--- config.mk ---
export PLATFORM = sky130hd
export DESIGN_NAME = wdog_timer
export DESIGN_NICKNAME = d
export VERILOG_FILES = /design/src/rtl/wdog_timer.sv
export SDC_FILE = /design/constraint.sdc
export NUM_CORES = 1
export LEC_CHECK = 0
export CAP_MARGIN = 20
export CORE_MARGIN = 4
export CORE_UTILIZATION = 47
export CTS_CLUSTER_DIAMETER = 120
export DETAILED_ROUTE_END_ITERATION = 10
export PLACE_DENSITY = 0.8
export RECOVER_POWER = 100
export SKIP_LAST_GASP = 1
export SLEW_MARGIN = 30
export SYNTH_ARGS = -nofsm -noshare
export SYNTH_HDL_FRONTEND = slang
export SYNTH_SLANG_ARGS = --single-unit
export TNS_END_PERCENT = 100
--- constraint.sdc ---
create_clock -name clk -period 2.6 [get_ports clk]
set_clock_uncertainty 0.05 [all_clocks]
set_input_delay 0.65 -clock clk [delete_from_list [all_inputs] [get_ports clk]]
set_output_delay 0.65 -clock clk [all_outputs]
set_load 0.05 [all_outputs]
--- src/rtl/wdog_timer.sv ---
module wdog_timer #(
  parameter int AW = 8,
  parameter int DW = 8,
  parameter int TW = 5,
  parameter int KW = 4,
  parameter int EN_BIT = 7,
  parameter logic [AW-1:0] RESTART_ADDR = 8'h09,
  parameter logic [AW-1:0] CTRL_ADDR = 8'h0A,
  parameter logic [KW-1:0] KEY = 4'b1010
) (
  input  logic          clk,
  input  logic          rst_n,
  input  logic          wr_en,
  input  logic [AW-1:0] wr_addr,
  input  logic [DW-1:0] wr_data,
  input  logic          tick,
  input  logic          supply_ok,
  input  logic          rst_release,
  output logic          timeout
);
  localparam logic [TW-1:0] STOP_VAL = '1;
  localparam logic [TW-1:0] ZERO_VAL = '0;

  logic [TW-1:0] prog_to, live_to, count_q, cnt_inc;
  logic          en_q, timeout_q;
  logic          restart, ctrl_wr, armed, hit, clear;
  logic          unused_data;

  assign unused_data = ^wr_data;
  assign restart = wr_en && (wr_addr == RESTART_ADDR) && (wr_data[KW-1:0] == KEY);
  assign ctrl_wr = wr_en && (wr_addr == CTRL_ADDR);
  assign armed   = supply_ok && (live_to != ZERO_VAL) && (live_to != STOP_VAL);
  assign clear   = !supply_ok || restart || rst_release;
  assign cnt_inc = count_q + 1'b1;
  assign hit     = tick && armed && !clear && (cnt_inc == live_to);
  assign timeout = timeout_q;

  always_ff @(posedge clk) begin
    if (!rst_n) begin
      prog_to <= '0;
      en_q    <= 1'b0;
    end else if (ctrl_wr) begin
      prog_to <= wr_data[TW-1:0];
      en_q    <= wr_data[EN_BIT];
    end
  end

  always_ff @(posedge clk) begin
    if (!rst_n)       live_to <= '0;
    else if (restart) live_to <= prog_to;
  end

  always_ff @(posedge clk) begin
    if (!rst_n)                count_q <= '0;
    else if (clear)            count_q <= '0;
    else if (hit)              count_q <= '0;
    else if (tick && armed)    count_q <= cnt_inc;
  end

  always_ff @(posedge clk) begin
    if (!rst_n) timeout_q <= 1'b0;
    else        timeout_q <= hit && en_q;
  end
endmodule

==> impl_metrics.ini <==
[cts]
cts.sinks = 17
cts_resized = 0
clock_latency_ns = 0.30
tritoncts = done
cts_max_path_buffers = 2
htreeDepth = 1
clk_pin_slew_ns = 0.10
hold_buffers = 0
clock-root-buffer = clkbuf_4
post_cts_buffers = 0
numCtsBuffers = 3

[sta]
setup_violations = 0
finalHoldViolCount = 0
finalCritPeriodShare_pct = 89.2
fmax_mhz = 431
rsz0062_at_grt = false
relSlewSlack_pct = 53.3
fin_crit_ns = 2.32
tightestPinTransition_ns = 0.700
setup_tns_ns = 0
slew_violations = 0

[placement]
placed_area_um2 = 1150
gp_congestion = 0.890
post-dp-hpwl_um = 1470
io_buffers = 20
placed_cells = 138

[route]
detail_route.wl_per_cell_um = 13.1
viasPerCell = 5.45
drc = 0
drt_iter0_drc = 19
route.vias.total = 774
wirelength_um = 1860
ant_nets = 0
dr.pass1.iters = 4

[die]
die-height_um = 52.2
start_util_pct = 51.4
rows = 15
die_w_um = 52.2
core_area_um2 = 1780
boundaryPins = 23
dieArea_um2 = 2720

[global_route]
grt_pass1_vias = 727
antenna_found_initial = 0
grt_usage_pct = 16.2
grt_first_pass_wirelength_um = 3230
grt_overflow = 0
grt_max_degree = 13

[logic_synthesis]
synth_cell_types = 33
syn-num-nets = 116
async_flop_share_pct = 0
seq_area_frac_synth_pct = 37.1
ys_warn_count = 0
synth_cells = 93
yosysMostFrequentCell = dfxtp_1
yosysTopAreaCell = dfxtp_1
synth_edf_count = 0
syn_area_per_cell_um2 = 9.86
netlist_top_cells_area = dfxtp_1, mux2i_1, nor2b_1
yosys-top-cells-count = dfxtp_1, nor2b_1, mux2i_1
synth_flop_cell = dfxtp_1
synth_seq_cells = 17
synthesis.area_um2 = 917
yosysTopAreaCellShare_pct = 37.1

[power_and_ir_drop]
cellLeakagePower_nw = 0.486
peakVddDrop_mv = 0.301
powerDensity_nw_per_um2 = 380
p_total_w = 0.000443

[status]
status = complete, no violations

[hold_path]
hold_path_depth = 2
min_path_type = flip-flop to flip-flop

[critical_path]
cp.required_ns = 2.74
critPathKind = input pin to flip-flop
cp.arrival_ns = 2.46
cp_max_fo = 5
end_kind = flip-flop
start_kind = input pin
r2r_cells = 6

[layout]
final_core_utilization_pct = 65.3
area_growth_syn_to_layout_pct = 27.0
stdcell_count = 142
diodes = 0
layout-drive-gt1-share_pct = 8.55
final_area_um2 = 1160
fin_nets = 141

[run]
drv_cap = 0
[layout make-up]
type / count / area [um^2]
fillers: 146 / 618
multi-input cells: 71 / 544
flip-flops and latches: 17 / 340
repair buffers: 23 / 215
well taps: 25 / 31.3
clock buffers: 4 / 26.3
inverters: 2 / 7.51
[final timing paths]
check             start         end  slack, ns
max reg2reg  count_q[0]  count_q[2]       0.41
min reg2reg        en_q     timeout       0.39
min                en_q     timeout       0.39
max          wr_addr[4]  prog_to[4]       0.28
[worst max-delay path: stages]
cell and delay (ns):
dlygate4sd3_1 0.53, or4b_1 0.53, nand4bb_1 0.25, clkbuf_1 0.24, mux2i_1 0.19, nor2b_1 0.06
[per-stage QoR]
step | hold slack [ns] | setup WS [ns]
after floorplan | 0.363 | 0.530
after global placement | 0.378 | 0.190
after detailed placement | 0.380 | 0.145
after CTS | 0.396 | 0.463
after global routing | 0.445 | 0.167
final | 0.389 | 0.281
[registers in the layout, summed over array words and instances (netlist names)]
| signal | cells |
|---|---|
| count_q | 5 |
| live_to | 5 |
| prog_to | 5 |
| en_q | 1 |
| timeout | 1 |
[routing by layer]
layer	part of all wire (%)	GRT usage (%)	wire, um	vias to the layer above
li1	-	-	-	387
met3	5.5	5.41	103	4
met4	1.3	8.51	25	0
met5	0	0	0	-
met1	42	18.7	786	359
met2	51	26.4	939	24
[cell usage in the layout (no fill, tap or decap), types with 3 or more instances in the layout]
master	n
clkbuf_1	3
clkbuf_4	3
clkdlybuf4s50_1	18
dfxtp_1	17
mux2i_1	11
nand3_1	7
nor2_1	3
nor2b_1	12
o21ai_0	5
xnor2_1	4
[power by group]
group	switching (W)	total (W)	internal, W	leakage (nW)
combinational	0.0000103	0.0000405	0.0000302	0.335
sequential	0.0000000582	0.000260	0.000260	0.137
clock	0.0000824	0.000142	0.0000598	0.0150
[cells by family after synthesis]
logic type | share of synthesized area, %
AND/OR/NAND/NOR | 28.8
flip-flops | 37.1
AO/OA/AOI/OAI | 9.69
multiplexers | 14.5
XOR/XNOR | 5.73
buffers and inverters | 2.87
adder cells (fa/ha/maj) | 1.36
No activity file was read; power rests on OpenSTA's default activity.
